===== config.mk =====
export PLATFORM = sky130hd
export DESIGN_NAME = wdt_ctrl
export DESIGN_NICKNAME = d
export VERILOG_FILES = /design/src/rtl/wdt_pkg.sv /design/src/rtl/wdt_keyseq.sv /design/src/rtl/wdt_regs.sv /design/src/rtl/wdt_timer.sv /design/src/rtl/wdt_rstgen.sv /design/src/rtl/wdt_ctrl.sv
export SDC_FILE = /design/constraint.sdc
export NUM_CORES = 1
export LEC_CHECK = 0
export BUFFER_PORTS_ARGS = -buffer_cell sky130_fd_sc_hd__buf_4
export CORE_MARGIN = 8
export CORE_UTILIZATION = 57
export DETAILED_ROUTE_END_ITERATION = 16
export PLACE_DENSITY_LB_ADDON = 0.1
export SYNTH_ARGS = -nofsm -noshare
export SYNTH_HDL_FRONTEND = slang
export SYNTH_SLANG_ARGS = --single-unit

===== constraint.sdc =====
create_clock -name clk -period 2.7 [get_ports clk]
set_input_delay 0.54 -clock clk [delete_from_list [all_inputs] [get_ports clk]]
set_output_delay 0.54 -clock clk [all_outputs]
set_load 0.01 [all_outputs]

===== src/rtl/wdt_pkg.sv =====
`timescale 1ns/1ps
package wdt_pkg;

    localparam int DW    = 16;
    localparam int SEL_W = 3;

    // key words
    localparam logic [DW-1:0] KEY_WR_A = 16'h3333;
    localparam logic [DW-1:0] KEY_WR_B = 16'hCCCC;
    localparam logic [DW-1:0] KEY_RS_A = 16'hAAAA;
    localparam logic [DW-1:0] KEY_RS_B = 16'h5555;

    // control register bit positions
    localparam int B_EN   = 15;
    localparam int B_NFLG = 14;
    localparam int B_RFLG = 13;
    localparam int B_ACT  = 3;

    typedef enum logic {
        ACT_RESET = 1'b0,
        ACT_NMI   = 1'b1
    } wdt_act_e;

    typedef struct packed {
        logic                 en;
        wdt_act_e             act;
        logic [SEL_W-1:0]     sel;
    } wdt_cfg_t;

    typedef struct packed {
        logic nmi;
        logic rst;
    } wdt_flags_t;

    // decoded data of a granted write
    typedef struct packed {
        logic                 en;
        logic                 keep_nmi;
        logic                 keep_rst;
        wdt_act_e             act;
        logic [SEL_W-1:0]     sel;
    } wdt_wr_t;

    typedef enum logic [1:0] {
        KS_IDLE,
        KS_WR1,
        KS_ARMED,
        KS_RS1
    } ks_state_e;

    function automatic int unsigned tap_bits(input int unsigned base,
                                             input logic [SEL_W-1:0] sel);
        return base + 2 * int'(sel);
    endfunction

    function automatic wdt_cfg_t cfg_default(input logic [SEL_W-1:0] s);
        wdt_cfg_t c;
        c.en  = 1'b1;
        c.act = ACT_RESET;
        c.sel = s;
        return c;
    endfunction

    function automatic wdt_wr_t decode_wr(input logic [DW-1:0] d);
        wdt_wr_t w;
        w.en       = d[B_EN];
        w.keep_nmi = d[B_NFLG];
        w.keep_rst = d[B_RFLG];
        w.act      = wdt_act_e'(d[B_ACT]);
        w.sel      = d[SEL_W-1:0];
        return w;
    endfunction

    function automatic logic [DW-1:0] pack_ctl(input wdt_cfg_t c, input wdt_flags_t f);
        return {c.en, f.nmi, f.rst, 9'b0, c.act, c.sel};
    endfunction

endpackage


===== src/rtl/wdt_keyseq.sv =====
`timescale 1ns/1ps
module wdt_keyseq
    import wdt_pkg::*;
(
    input  logic          clk,
    input  logic          rst,
    input  logic          flush,
    input  logic          wr_ctl,
    input  logic [DW-1:0] wdata,
    output logic          wr_grant,
    output logic          restart
);

    ks_state_e st, st_nx;

    always_comb begin
        st_nx    = st;
        wr_grant = 1'b0;
        restart  = 1'b0;
        if (wr_ctl) begin
            case (st)
                KS_IDLE: begin
                    if (wdata == KEY_WR_A)      st_nx = KS_WR1;
                    else if (wdata == KEY_RS_A) st_nx = KS_RS1;
                end
                KS_WR1:   st_nx = (wdata == KEY_WR_B) ? KS_ARMED : KS_IDLE;
                KS_ARMED: begin
                    wr_grant = 1'b1;
                    st_nx    = KS_IDLE;
                end
                KS_RS1: begin
                    restart = (wdata == KEY_RS_B);
                    st_nx   = KS_IDLE;
                end
                default:  st_nx = KS_IDLE;
            endcase
        end
    end

    always_ff @(posedge clk) begin
        if (rst || flush) st <= KS_IDLE;
        else              st <= st_nx;
    end

endmodule


===== src/rtl/wdt_regs.sv =====
`timescale 1ns/1ps
module wdt_regs
    import wdt_pkg::*;
#(
    parameter logic [SEL_W-1:0] DEF_SEL = '1
)(
    input  logic       clk,
    input  logic       rst,
    input  logic       soft_rst,
    input  logic       wr_grant,
    input  wdt_wr_t    wr_data,
    input  logic       set_nmi,
    input  logic       set_rst,
    output wdt_cfg_t   cfg,
    output wdt_flags_t flags,
    output logic       locked,
    output logic       arm_pulse
);

    logic clr_nmi, clr_rst;

    assign arm_pulse = wr_grant && !locked && wr_data.en;
    assign clr_nmi   = wr_grant && !wr_data.keep_nmi;
    assign clr_rst   = wr_grant && !wr_data.keep_rst;

    always_ff @(posedge clk) begin
        if (rst) begin
            cfg    <= cfg_default(DEF_SEL);
            flags  <= '0;
            locked <= 1'b0;
        end else begin
            if (soft_rst) begin
                cfg    <= cfg_default(DEF_SEL);
                locked <= 1'b0;
            end else if (wr_grant && !locked) begin
                cfg.en  <= wr_data.en;
                cfg.act <= wr_data.act;
                cfg.sel <= wr_data.sel;
                locked  <= wr_data.en;
            end
            // a set on the same edge wins over a clear
            flags.nmi <= set_nmi || (flags.nmi && !clr_nmi);
            flags.rst <= set_rst || (flags.rst && !clr_rst);
        end
    end

endmodule


===== src/rtl/wdt_timer.sv =====
`timescale 1ns/1ps
module wdt_timer
    import wdt_pkg::*;
#(
    parameter int TAP_BASE = 10
)(
    input  logic             clk,
    input  logic             rst,
    input  logic             run,
    input  logic             clr,
    input  logic [SEL_W-1:0] sel,
    output logic             expire
);

    localparam int CW = TAP_BASE + 2 * ((1 << SEL_W) - 1) + 1;

    logic [CW-1:0] cnt;
    logic [CW-1:0] lim_m1;

    always_comb lim_m1 = (CW'(1) << tap_bits(TAP_BASE, sel)) - CW'(1);

    assign expire = run && !clr && (cnt == lim_m1);

    always_ff @(posedge clk) begin
        if (rst || clr || expire) cnt <= '0;
        else if (run)             cnt <= cnt + CW'(1);
    end

endmodule


===== src/rtl/wdt_rstgen.sv =====
`timescale 1ns/1ps
module wdt_rstgen #(
    parameter int unsigned RST_LEN = 65536
)(
    input  logic clk,
    input  logic rst,
    input  logic fire,
    output logic rst_out
);

    localparam int RW = $clog2(RST_LEN + 1);

    logic [RW-1:0] left;

    always_ff @(posedge clk) begin
        if (rst)              left <= '0;
        else if (fire)        left <= RW'(RST_LEN);
        else if (left != '0)  left <= left - RW'(1);
    end

    assign rst_out = (left != '0);

endmodule


===== src/rtl/wdt_ctrl.sv =====
`timescale 1ns/1ps
module wdt_ctrl
    import wdt_pkg::*;
#(
    parameter int               ADDR_W   = 4,
    parameter logic [ADDR_W-1:0] CTL_ADDR = '0,
    parameter int               TAP_BASE = 10,
    parameter int unsigned      RST_LEN  = 65536,
    parameter logic [SEL_W-1:0] DEF_SEL  = 3'd7
)(
    input  logic              clk,
    input  logic              rst,
    input  logic [ADDR_W-1:0] addr,
    input  logic [DW-1:0]     wdata,
    input  logic              wr,
    output logic [DW-1:0]     rdata,
    output logic              nmi_req,
    output logic              sys_rst_req,
    output logic              rst_out
);

    wdt_cfg_t   cfg;
    wdt_flags_t flags;
    logic       locked, arm_pulse;
    logic       hit_ctl, wr_ctl, wr_grant, restart;
    logic       expire, take_nmi, take_rst;

    assign hit_ctl = (addr == CTL_ADDR);
    assign wr_ctl  = wr && hit_ctl && !rst_out;

    assign take_nmi = expire && (cfg.act == ACT_NMI) && !flags.nmi;
    assign take_rst = expire && !take_nmi;

    wdt_keyseq u_keys (
        .clk      (clk),
        .rst      (rst),
        .flush    (take_rst),
        .wr_ctl   (wr_ctl),
        .wdata    (wdata),
        .wr_grant (wr_grant),
        .restart  (restart)
    );

    wdt_regs #(.DEF_SEL(DEF_SEL)) u_regs (
        .clk       (clk),
        .rst       (rst),
        .soft_rst  (take_rst),
        .wr_grant  (wr_grant),
        .wr_data   (decode_wr(wdata)),
        .set_nmi   (take_nmi),
        .set_rst   (take_rst),
        .cfg       (cfg),
        .flags     (flags),
        .locked    (locked),
        .arm_pulse (arm_pulse)
    );

    wdt_timer #(.TAP_BASE(TAP_BASE)) u_timer (
        .clk    (clk),
        .rst    (rst),
        .run    (cfg.en && !rst_out),
        .clr    (restart || arm_pulse),
        .sel    (cfg.sel),
        .expire (expire)
    );

    wdt_rstgen #(.RST_LEN(RST_LEN)) u_rstgen (
        .clk     (clk),
        .rst     (rst),
        .fire    (take_rst),
        .rst_out (rst_out)
    );

    always_ff @(posedge clk) begin
        if (rst) begin
            nmi_req     <= 1'b0;
            sys_rst_req <= 1'b0;
        end else begin
            nmi_req     <= take_nmi;
            sys_rst_req <= take_rst;
        end
    end

    assign rdata = hit_ctl ? pack_ctl(cfg, flags) : '0;

endmodule


==> impl_results.md <==
- Synth Area per Inst: 8.39 sq um
- Setup violators final: 0
- Synth warn: 0
- Count leader, synth: nor2_1
- #FFs+latches synth: 54
- Worst vdd ir: 0.754 mV
- Hold slack: 496 ps
- Worst path max stage delay: 650 ps
- Initial antenna violation count: 0
- Run status: complete, no violations
- Req. time, crit path: 2160 ps
- P_int: 1760 uW
- Sw frac: 35.1%
- Iter 0 DRT Violations: 66
- RSZ-0062 raised after global routing: false
- Total power divided by cell area: 817 mW/mm^2
- Initial core utilization: 57.8%
- Max Slew Vio Count: 0
- Cells after synthesis: 343
- Congestion Overflow GR: 0
- CP endpoint kind: output pin
- First-pass DRT Iterations: 4
- Post-route minimum period: 2550 ps
- CTS Buf Count: 5
- P_leak: 0.00130 uW
- Top cell type's share of synthesized area: 37.6%
- Worst-Skew Late Latency: 310 ps
- Final worst-path cycle share: 94.6%
- GPL Wtd Cong: 0.806
- Clock H-tree levels: 2
- Core Region: 0.00498 sq mm
- Sequential share of the synthesized area: 37.6%
- Least-Margin Pin Slew: 632 ps
- Tot GR Track Use: 17.3%
- Slew margin rel.: 57.5%
- Detail Route Antenna Nets: 0
- CP Cell Sequence: or4_1 -> nand2b_2 -> nor2_4 -> inv_2 -> buf_4
- Delay-heaviest family, CP: simple AND/OR/NAND/NOR gates
- Die height: 87.1 microns
- Comb power frac: 38.3%
- EDFF count, synth: 0
- Fmax: 391 MHz
- Crit-path slowest cell: or4_1
- Clock Skews: 10.3 ps
- Critical Path AT: 2010 ps
- # hold bufs at CTS: 0
- Top_reg_cell synth: dfxtp_1
- Async set-reset flop share out of synthesis: 0%
- Fraction of layout cells with a size suffix above 1: 17.0%
- Vias post-DR: 2,428
- Largest cells by area after synthesis: dfxtp_1, xor2_1, nor2_1
- HP Class: reg2reg
- Sequential share of power: 37.4%
- Routed wire per std cell: 13.5 microns
- Hpwl dp: 4.49 mm
- Top cells by count, synth: nor2_1, dfxtp_1, xor2_1, nand2_1
- Worst Setup Start Kind: register
- Die width: 87.1 microns
- Worst-path clk slew: 90 ps
- Sinks on Clock Net: 54
- Routed WL: 6.00 mm
- Area grow syn2layout: 15.7%
- Antenna fix cells: 0
- # IOs: 42
- Die footprint: 0.00758 sq mm
- Post-Syn Area: 0.00288 sq mm
- Worst path bufs/invs: 2
- Vias in the first global route: 2,426
- Net switching power: 955 uW
- Global-route wire length before repair: 10.8 mm
- Layout net count: 401
- Fin cells: 446
- Synth area leader: dfxtp_1
- Clock share of power: 24.3%
- Dpl cells: 437
- CTS root buf: clkbuf_8
- DR vias/cell: 5.44
- Yosys cell types: 53
- MaxCap Viol Count: 0
- Drt drc: 0
- Crit path max fanout: 7
- Fin. Hold Viols: 0
- FP Rows: 26
- Setup TNS: 0 ps
- Critical path start-end classification: reg2out
- I/O Buffers: 32
- CTS tree: done
- Largest net degree at the start of global routing: 26
- Clk buf depth: 2
==> state kept, by name, indices dropped and copies added, names as in the netlist <==
register       count
sys_rst_req        1
u_timer.cnt       25
nmi_req            1
u_rstgen.left     17
u_regs.locked      1
u_regs.cfg         5
u_regs.flags       2
u_keys.st          2
==> power by group through the flow <==
stage	Sequential [uW]	Clock, uW	Combinational (uW)
final	1020	662	1040
after global routing	1040	709	1170
after CTS	1010	675	996
after detailed placement	1030	0	952
after global placement	1020	0	940
after floorplan	1010	0	794
==> cells by family after synthesis <==
kind of cell | after synthesis | share of synthesized area [%]
AO/OA/AOI/OAI | 38 | 9.17
XOR/XNOR | 37 | 11.3
adder cells (fa/ha/maj) | 3 | 1.30
buffers and inverters | 29 | 5.74
flip-flops | 54 | 37.6
multiplexers | 3 | 1.09
other | 1 | 0.130
AND/OR/NAND/NOR | 178 | 33.7
==> layout by cell type (no fill, tap or decap), types with 4 or more instances in the layout <==
cell type and n:
nor4_1 6, and2_1 12, xnor2_1 10, or3_1 4
xor2_1 27, nand2_1 21, nand4_1 10, nor3_1 15
or4_1 5, nand3_1 15, inv_1 6, nand2b_1 4
o21ai_0 7, a21oi_1 9, nor2_1 58, dfxtp_1 53
buf_4 37, o21ai_1 4, clkbuf_8 6, conb_1 9
==> metrics by stage <==
step           cell area, sq um  setup WS, ps  util [%]  total power, uW
6_report                   3330           145      66.9             2720
5_1_grt                    3330          17.7      66.9             2910
4_1_cts                    3310          12.4      66.4             2680
3_5_place_dp               3150          98.4      63.3             1980
3_3_place_gp               3150           155      63.3             1960
2_1_floorplan              2910           212         -             1800
==> path summary, 6_finish.rpt <==
path,depth (start not counted),from,slack (ps),end
hold / removal,2,u_rstgen.left[16],500,u_rstgen.left[16]
setup / recovery,5,u_rstgen.left[4],150,rst_out
hold reg to reg,2,u_rstgen.left[16],500,u_rstgen.left[16]
setup reg to reg,9,u_rstgen.left[0],210,u_timer.cnt[24]
==> final cells by class <==
type                            count  area (sq um)
Fill cell                         426          1650
Timing Repair Buffer               38           298
Tap cell                           70          87.6
Inverter                            8          30.0
Clock buffer                        6          82.6
Clock inverter                      2          60.1
Multi-Input combinational cell    268          1690
Sequential cell                    54          1080
==> repair_timing <==
action                     in CTS  in global routing
pin swaps                       1                  1
buffers inserted                1                  0
gates resized for setup         2                  8
setup endpoints to repair       1                 16
==> worst register-to-register path, delay by kind of cell (launching register included) <==
kind | cells | cell delay [ps]
XOR/XNOR | 1 | 180
adder cells (fa/ha/maj) | 1 | 170
buffers and inverters | 2 | 240
flip-flops | 1 | 340
AND/OR/NAND/NOR | 5 | 1460
==> layer usage <==
layer,vias up,GRT usage [%],share of wire (%)
met1,1134,20.7,47
met5,-,0,0
met4,0,4.69,0.92
met3,6,3.40,3.2
li1,1249,-,-
met2,39,30.5,49
Note: power is estimated with default switching activity, not from simulation.
